$ cat src/rtl/gf2kara_pkg.sv
package gf2kara_pkg;
  // Strobes issued by the sequencer to the datapath.
  typedef struct packed {
    logic capture;
  } kara_strobe_t;
endpackage

$ cat src/rtl/kara_node.sv
// One level of the carry-free Karatsuba tree. It recurses on itself until
// the operands are one bit wide.
module kara_node #(
  parameter int W = 16
) (
  input  logic [W-1:0]   a,
  input  logic [W-1:0]   b,
  output logic [2*W-2:0] p
);
  generate
    if (W == 1) begin : g_leaf
      assign p = a & b;
    end else begin : g_split
      localparam int H  = (W + 1) / 2;  // low half width
      localparam int HU = W - H;        // high half width (H-1 when W odd)
      localparam int PW = 2 * W - 1;

      logic [H-1:0]    aLo, bLo, aSum, bSum;
      logic [HU-1:0]   aHi, bHi;
      logic [2*H-2:0]  zLo, zMid;
      logic [2*HU-2:0] zHi;
      logic [PW-1:0]   eLo, eHi, eMid;

      assign aLo  = a[H-1:0];
      assign bLo  = b[H-1:0];
      assign aHi  = a[W-1:H];
      assign bHi  = b[W-1:H];
      // The high half is zero-padded to H bits before it is added.
      assign aSum = aLo ^ H'(aHi);
      assign bSum = bLo ^ H'(bHi);

      kara_node #(.W(H))  u_lo  (.a(aLo),  .b(bLo),  .p(zLo));
      kara_node #(.W(HU)) u_hi  (.a(aHi),  .b(bHi),  .p(zHi));
      kara_node #(.W(H))  u_mid (.a(aSum), .b(bSum), .p(zMid));

      assign eLo  = PW'(zLo);
      assign eHi  = PW'(zHi);
      assign eMid = PW'(zMid);

      // Combine as P = Zlo + Zhi*x^(2H) + (Zmid ^ Zlo ^ Zhi)*x^H.
      assign p = eLo ^ (eHi << (2 * H)) ^ ((eMid ^ eLo ^ eHi) << H);
    end
  endgenerate
endmodule

$ cat src/rtl/gf2_fold.sv
// Reduces a (2W-1)-bit raw product modulo x^W + LOW. Folding goes from the
// top degree downwards, so terms that land at or above W again are caught.
module gf2_fold #(
  parameter int           W   = 16,
  parameter logic [W-1:0] LOW = 16'h002B
) (
  input  logic [2*W-2:0] prod,
  output logic [W-1:0]   rem
);
  localparam int PW = 2 * W - 1;

  logic [PW-1:0] acc;

  always_comb begin
    acc = prod;
    for (int d = PW - 1; d >= W; d--) begin
      if (acc[d]) begin
        acc = acc ^ (PW'(1) << d) ^ (PW'(LOW) << (d - W));
      end
    end
  end

  assign rem = acc[W-1:0];
endmodule

$ cat src/rtl/kara_datapath.sv
module kara_datapath
  import gf2kara_pkg::*;
#(
  parameter int               WIDTH    = 16,
  parameter logic [WIDTH-1:0] POLY_LOW = 16'h002B
) (
  input  logic             clk,
  input  logic             rst_n,
  input  kara_strobe_t     strobe,
  input  logic [WIDTH-1:0] x,
  input  logic [WIDTH-1:0] y,
  output logic [WIDTH-1:0] result
);
  logic [2*WIDTH-2:0] rawProd;
  logic [WIDTH-1:0]   reduced;
  logic [WIDTH-1:0]   resultQ;

  kara_node #(.W(WIDTH)) u_tree (.a(x), .b(y), .p(rawProd));

  gf2_fold #(.W(WIDTH), .LOW(POLY_LOW)) u_fold (.prod(rawProd), .rem(reduced));

  always_ff @(posedge clk or negedge rst_n) begin
    if (!rst_n) resultQ <= '0;
    else if (strobe.capture) resultQ <= reduced;
  end

  assign result = resultQ;
endmodule

$ cat src/rtl/kara_ctrl.sv
module kara_ctrl
  import gf2kara_pkg::*;
(
  input  logic         clk,
  input  logic         rst_n,
  input  logic         start,
  output kara_strobe_t strobe,
  output logic         done
);
  logic doneQ;

  always_comb begin
    strobe         = '0;
    strobe.capture = start;
  end

  always_ff @(posedge clk or negedge rst_n) begin
    if (!rst_n) doneQ <= 1'b0;
    else        doneQ <= start;
  end

  assign done = doneQ;
endmodule

$ cat src/rtl/gf2m_kara_mult.sv
module gf2m_kara_mult
  import gf2kara_pkg::*;
#(
  parameter int               WIDTH    = 16,
  parameter logic [WIDTH-1:0] POLY_LOW = 16'h002B
) (
  input  logic             clk,
  input  logic             rst_n,
  input  logic             start,
  input  logic [WIDTH-1:0] x,
  input  logic [WIDTH-1:0] y,
  output logic [WIDTH-1:0] result,
  output logic             done
);
  kara_strobe_t strobe;

  kara_ctrl u_ctrl (
    .clk(clk), .rst_n(rst_n), .start(start), .strobe(strobe), .done(done)
  );

  kara_datapath #(.WIDTH(WIDTH), .POLY_LOW(POLY_LOW)) u_dp (
    .clk(clk), .rst_n(rst_n), .strobe(strobe), .x(x), .y(y), .result(result)
  );
endmodule

$ cat config.mk
export PLATFORM = sky130hd
export DESIGN_NAME = gf2m_kara_mult
export DESIGN_NICKNAME = d
export VERILOG_FILES = /design/src/rtl/gf2kara_pkg.sv /design/src/rtl/kara_node.sv /design/src/rtl/gf2_fold.sv /design/src/rtl/kara_datapath.sv /design/src/rtl/kara_ctrl.sv /design/src/rtl/gf2m_kara_mult.sv
export SDC_FILE = /design/constraint.sdc
export NUM_CORES = 1
export LEC_CHECK = 0
export BUFFER_PORTS_ARGS = -buffer_cell sky130_fd_sc_hd__buf_2
export CAP_MARGIN = 20
export CORE_AREA = 4 4 152 117
export DETAILED_ROUTE_END_ITERATION = 16
export DIE_AREA = 0 0 156 121
export GPL_TIMING_DRIVEN = 0
export SLEW_MARGIN = 10
export SYNTH_ARGS = -nofsm -noshare
export SYNTH_HDL_FRONTEND = slang
export SYNTH_HIERARCHICAL = 1
export SYNTH_SLANG_ARGS = --single-unit
$ cat constraint.sdc
create_clock -name clk -period 0.8 [get_ports clk]
set_input_delay 0.04 -clock clk [delete_from_list [all_inputs] [get_ports clk]]
set_output_delay 0.04 -clock clk [all_outputs]
set_load 0.02 [all_outputs]
**Word level (Yosys, flattened, before mapping)**

Cells that the tools add are included.

- Mux-type cells: 15
- Bitwise operators: 336

Operators with widths:

| cell | count |
|---|---|
| 3-bit XOR | 45 |
| 7-bit XOR | 12 |
| 1-bit bitwise AND | 81 |
| 1-bit XOR | 81 |
| 1-bit by 3-bit XOR with 3-bit output | 27 |
| 15-bit XOR | 5 |
| 3-bit by 7-bit XOR with 7-bit output | 9 |
| 4-bit NOT | 15 |
| 2-bit by 1-bit XOR with 2-bit output | 27 |
| 7-bit by 15-bit XOR with 15-bit output | 3 |
| 2-bit XOR | 18 |
| 11-bit by 7-bit XOR with 11-bit output | 3 |
| 15-bit by 31-bit XOR with 31-bit output | 1 |
| 31-bit by 23-bit XOR with 31-bit output | 1 |
| 4-bit XOR | 6 |
| 20-bit two-way mux | 1 |
| 19-bit two-way mux | 1 |
| 18-bit two-way mux | 1 |
| 17-bit two-way mux | 1 |
| 16-bit two-way mux | 1 |
| 8-bit XOR | 2 |
| 15-bit two-way mux | 1 |
| 14-bit two-way mux | 1 |
| 13-bit two-way mux | 1 |
| 7 further kinds | 7 |

- Bits in registers: 17
- Input bits: 35
- Output and inout bits: 17

**Depth between registers and ports, before layout**

- Word-level depth: 47
- Depth in mapped cells: 15
- Gate-level depth less buffers: 15

**Hierarchy**

The synthesis kept the hierarchy.

Modules (own cells, without submodules):

| module | instances | cells each | area an instance (sq um) | sequential area each (sq um) |
|---|---|---|---|---|
| kara_node at u_dp.u_tree.g_split.u_hi.g_split.u_hi.g_split.u_hi ... | 27 | 5 | 56.3 | 0.0 |
| kara_node at u_dp.u_tree.g_split.u_hi.g_split.u_hi ... | 9 | 11 | 96.3 | 0.0 |
| kara_node at u_dp.u_tree.g_split.u_hi ... | 3 | 25 | 219.0 | 0.0 |
| kara_datapath | 1 | 34 | 649.4 | 400.4 |
| gf2_fold | 1 | 41 | 595.6 | 0.0 |
| kara_node at u_dp.u_tree.g_split.u_hi.g_split.u_hi.g_split.u_hi.g_split.u_hi ... | 81 | 1 | 6.3 | 0.0 |
| kara_node at u_dp.u_tree | 1 | 53 | 464.2 | 0.0 |
| kara_ctrl | 1 | 2 | 32.5 | 25.0 |

**Worst setup path before layout**

OpenSTA, ideal clock, no wires.

- Path kind: input to register
- From: input port x[15]
- To: register u_dp.resultQ[5] (netlist: u_dp/result[5])
- Data arrival time: 3047 ps
- Path slack: -2372 ps
- Stages on the path: 12
- Cell sequence: xor2_1 and2_1 buf_4 xnor2_1 xnor2_1 xnor2_1 xnor2_1 xnor2_1 xnor2_1 xnor3_1 xnor3_1 mux2_4

RTL lines:

| what | line | text |
|---|---|---|
| start: declaration | gf2m_kara_mult.sv:10 | `input logic [WIDTH-1:0] x,` |
| 2-bit XOR * | kara_node.sv:29 | `assign aSum = aLo ^ H'(aHi);` |
| 1-bit bitwise AND * | kara_node.sv:12 | `assign p = a & b;` |
| net u_dp.u_tree.g_split.u_hi.g_split.u_hi.g_split.u_mid.g_split.zHi | kara_node.sv:21 | `logic [2*HU-2:0] zHi;` |
| 1-bit by 3-bit XOR with 3-bit output * | kara_node.sv:41 | `assign p = eLo ^ (eHi << (2 * H)) ^ ((eMid ^ eLo ^ eHi) << H);` |
| 3-bit XOR * | kara_node.sv:41 |  |
| net u_dp.u_tree.g_split.u_hi.g_split.u_hi.g_split.zMid[2] | kara_node.sv:20 | `logic [2*H-2:0] zLo, zMid;` |
| 3-bit XOR * (2 in series) | kara_node.sv:41 |  |
| 7-bit XOR * | kara_node.sv:41 |  |
| (+4 left out) | -- |  |
| net u_dp.rawProd[16] | kara_datapath.sv:14 | `logic [2*WIDTH-2:0] rawProd;` |
| 20-bit two-way mux * | gf2_fold.sv:17 | `if (acc[d]) begin` |
| 4-bit NOT (no source line) | -- |  |
| 19-bit two-way mux * | gf2_fold.sv:17 |  |
| 18-bit two-way mux * | gf2_fold.sv:17 |  |
| 4-bit NOT (no source line) | -- |  |
| 17-bit two-way mux * | gf2_fold.sv:17 |  |
| 6-bit two-way mux * | gf2_fold.sv:17 |  |
| net u_dp.reduced[5] | kara_datapath.sv:15 | `logic [WIDTH-1:0] reduced;` |
| end signal: assignment | kara_datapath.sv:24 | `else if (strobe.capture) resultQ <= reduced;` |
| end: declaration | kara_datapath.sv:16 | `logic [WIDTH-1:0] resultQ;` |

The timed path passes the listed nets; every way through them passes the cells marked *.
A chain may end at the register's enable or synchronous reset.

**Worst setup path after layout**

- From: input port x[15]
- To: register u_dp.resultQ[15] (netlist: u_dp/result[15])

RTL lines:

| what | line | text |
|---|---|---|
| 8-bit XOR * | kara_node.sv:29 |  |
| net u_dp.u_tree.g_split.aSum[7] | kara_node.sv:18 | `logic [H-1:0] aLo, bLo, aSum, bSum;` |
| 4-bit XOR * | kara_node.sv:29 |  |
| net u_dp.u_tree.g_split.u_mid.g_split.aSum[3] | kara_node.sv:18 |  |
| 2-bit XOR * | kara_node.sv:29 |  |
| net u_dp.u_tree.g_split.u_mid.g_split.u_mid.g_split.aSum[1] | kara_node.sv:18 |  |
| 1-bit bitwise AND * | kara_node.sv:12 |  |
| net u_dp.u_tree.g_split.u_mid.g_split.u_mid.g_split.u_mid.g_split.zHi | kara_node.sv:21 |  |
| (+2 left out) | -- |  |
| net u_dp.u_tree.g_split.u_mid.g_split.u_mid.g_split.zMid[1] | kara_node.sv:20 |  |
| (+3 left out) | -- |  |
| net u_dp.u_tree.g_split.u_mid.g_split.zMid[3] | kara_node.sv:20 |  |
| (+3 left out) | -- |  |
| net u_dp.u_tree.g_split.zMid[7] | kara_node.sv:20 |  |
| (+3 left out) | -- |  |
| net u_dp.rawProd[15] | kara_datapath.sv:14 |  |
| (+1 left out) | -- |  |
| 20-bit two-way mux * | gf2_fold.sv:17 |  |
| 19-bit two-way mux * | gf2_fold.sv:17 |  |
| 4-bit NOT (no source line) | -- |  |
| 18-bit two-way mux * | gf2_fold.sv:17 |  |
| 17-bit two-way mux * | gf2_fold.sv:17 |  |
| 4-bit NOT (no source line) | -- |  |
| 16-bit two-way mux * | gf2_fold.sv:17 |  |
| net u_dp.reduced[15] | kara_datapath.sv:15 |  |

Marked as above.

==> reports/qor.txt <==
status - finished, violations left
failing checks - setup timing
mean post-synth cell area - 10.18 sq um
Final Hold Viols - 0
Slew headroom - 0.5744
Max-cap violations - 0
I/O pin count - 52
placed insts - 786
top post-synthesis cells by area - xor2_1, xnor2_1, xor3_1
synth warn - 6
layout cells sized above 1 - 0.4628
hold crit path type - in -> async
Site Rows - 41
Critical R2R Capture - u_dp/result[14]$_DFFE_PN0P_
Worst Path Max Fanout - 5
Mapped Cells - 520
ANT nets after route - 0
DR pass1 iterations - 4
CTS Buffer Depth - 2
largest net degree at the start of global routing - 18
critical path data required time - 0.93 ns
clk slew on worst S/H paths - 0.05 ns
Period Utilization, post-route - 3.811
reg-to-reg startpoint - u_dp/result[14]$_DFFE_PN0P_
Final WS setup - -2.249 ns
Critical Path Start Type - input port
die width - 156 um
Final HPWL DP - 11080 um
clk root buf - clkbuf_16
register area - 425.4 sq um
initial DRC count - 124
leading area contributor after synthesis - xor2_1
layout net count - 667
vias - 3623
clock sinks - 17
synthesized net count - 555
die footprint - 0.01888 sq mm
final hold slack - 0.2533 ns
Final Critical Period - 3.049 ns
fmax - 328.0 MHz
CP delay by family, top - XOR/XNOR gates
DRT Wirelength - 13550 um
post-synth top area share - 0.2697
total CTS buffers - 3
Max Slew Vio Count - 0
post-synthesis register bit count - 17
# setup viols final - 31
WL per Instance - 16.02 um
Critical Path End Type - flip-flop
final non-filler cell total - 846
initial antenna violation count - 0
worst skew pair latency - 0.24 ns
skew final - 0 ns
Fin Setup TNS - -33.13 ns
DRC - 0
Crit-path slowest cell - xor3_1
core box area - 0.01647 sq mm
Reg2Reg Setup Slack - 0.01 ns
Reg2Reg Depth - 1
GRT Overall Usage - 0.1426
cell mode on critical path - xnor2_1
RSZ-0062 raised after global routing - true
Seq/Total Area, Yosys - 0.08038
chip height - 121 um
vias in the first global route - 3889
antenna cells - 0
critical path data arrival time - 3.18 ns
Fill cells - 1461
GRT overflow - 0
Initial Utilization - 0.3214
worst path cell trace - buf_6 -> xor2_4 -> xor2_2 -> xor2_1 -> and2_1 -> xor3_1 -> xnor2_1 -> xnor2_1 -> xnor2_1 -> xnor2_1 -> xnor2_1 -> xnor2_1 -> xor2_1 -> xnor2_1 -> mux2_4
Max stage delay on crit path - 0.43 ns
WS Path Type - in -> reg
GP Congestion - 0.8259
CTS tree - built
Area Overhead vs Synth - 48.68%
Post-Syn Area - 0.005293 sq mm
via/cell ratio - 4.283
Slew @ Worst Pin - 0.6373 ns
multi-input logic area - 0.005598 sq mm
post-synth cell types - 12
# port buffers - 51
CTS H-tree lvls - 1
global-route wire length before repair - 21130 um
crit path buf inv count - 1
## worst max-delay path by stage
stage,start,end,depth (start not counted)
after CTS,y[7],u_dp/result[15]$_DFFE_PN0P_,15
after global routing,y[15],u_dp/result[15]$_DFFE_PN0P_,15
after global placement,y[15],u_dp/result[15]$_DFFE_PN0P_,12
after floorplan,y[14],u_dp/result[5]$_DFFE_PN0P_,13
final,x[15],u_dp/result[15]$_DFFE_PN0P_,15
after detailed placement,y[13],u_dp/result[5]$_DFFE_PN0P_,13
## timing repair
item | in CTS | in global routing
setup endpoints to repair | 32 | 33
pin swaps | 50 | 37
hold buffers | 2 | 0
resized for setup | 150 | 40
hold endpoints to repair | 18 | 0
setup buffers | 33 | 24
## metal layers
metal	global-route usage	share of wire	vias to the layer above
met4	0.01476	0.0063	0
met3	0.01176	0.027	4
met2	0.2497	0.51	58
met5	0	0	-
met1	0.1992	0.46	1788
li1	-	-	1773
## synthesized netlist by cell type
cell type and number:
buf_4 55, xor3_1 27, mux2_4 10, buf_6 1
xnor2_1 142, dfrtp_1 17, buf_12 1, mux2_2 6
xnor3_1 16, xor2_1 163, xor3_2 1, and2_1 81
## cell type report
class / instances / area share
Multi-Input combinational cell: 446 / 0.7114
Timing Repair Buffer: 109 / 0.1353
Buffer: 55 / 0.05502
Sequential cell: 17 / 0.05406
Tap cell: 215 / 0.03419
Clock buffer: 4 / 0.01002
## state kept, by name (all words and copies together) (netlist names)
name         flops
u_ctrl/done      1
u_dp/result     16
## cells by family (layout without fill, tap and decap cells)
kind of cell	Yosys count	in the layout	share of synthesized area
simple gates	81	81	0.09575
flops	17	17	0.08038
mux	16	16	0.04113
xor+xnor	349	349	0.6988
buf+inv	57	168	0.08393
## layout by cell type, fill, tap and decap left out, types with 2 or more instances in the layout
cell and instances:
buf_4 107, mux2_2 5, xnor2_4 7, xnor3_1 15, mux2_4 11, xnor2_1 99
clkbuf_16 3, buf_2 2, xor2_4 29, dfrtp_1 17, and2_4 7, dlygate4sd3_1 2
and2_1 74, buf_6 43, buf_12 6, xor2_2 27, xor3_2 4, buf_8 4
xor3_1 24, xnor2_2 36, xor2_1 107
## per-stage QoR
stage          cell area, sq um    util  setup WS, ns
6_report                   7869  0.4779        -2.249
2_1_floorplan              5852       -        -1.973
5_1_grt                    7869  0.4779        -2.362
4_1_cts                    7406  0.4497        -2.295
3_3_place_gp               6376  0.3872        -2.630
3_5_place_dp               6376  0.3872        -2.639
Power is not shown: default switching activity piles up to over one toggle a cycle in this logic, so the estimate is an artifact.
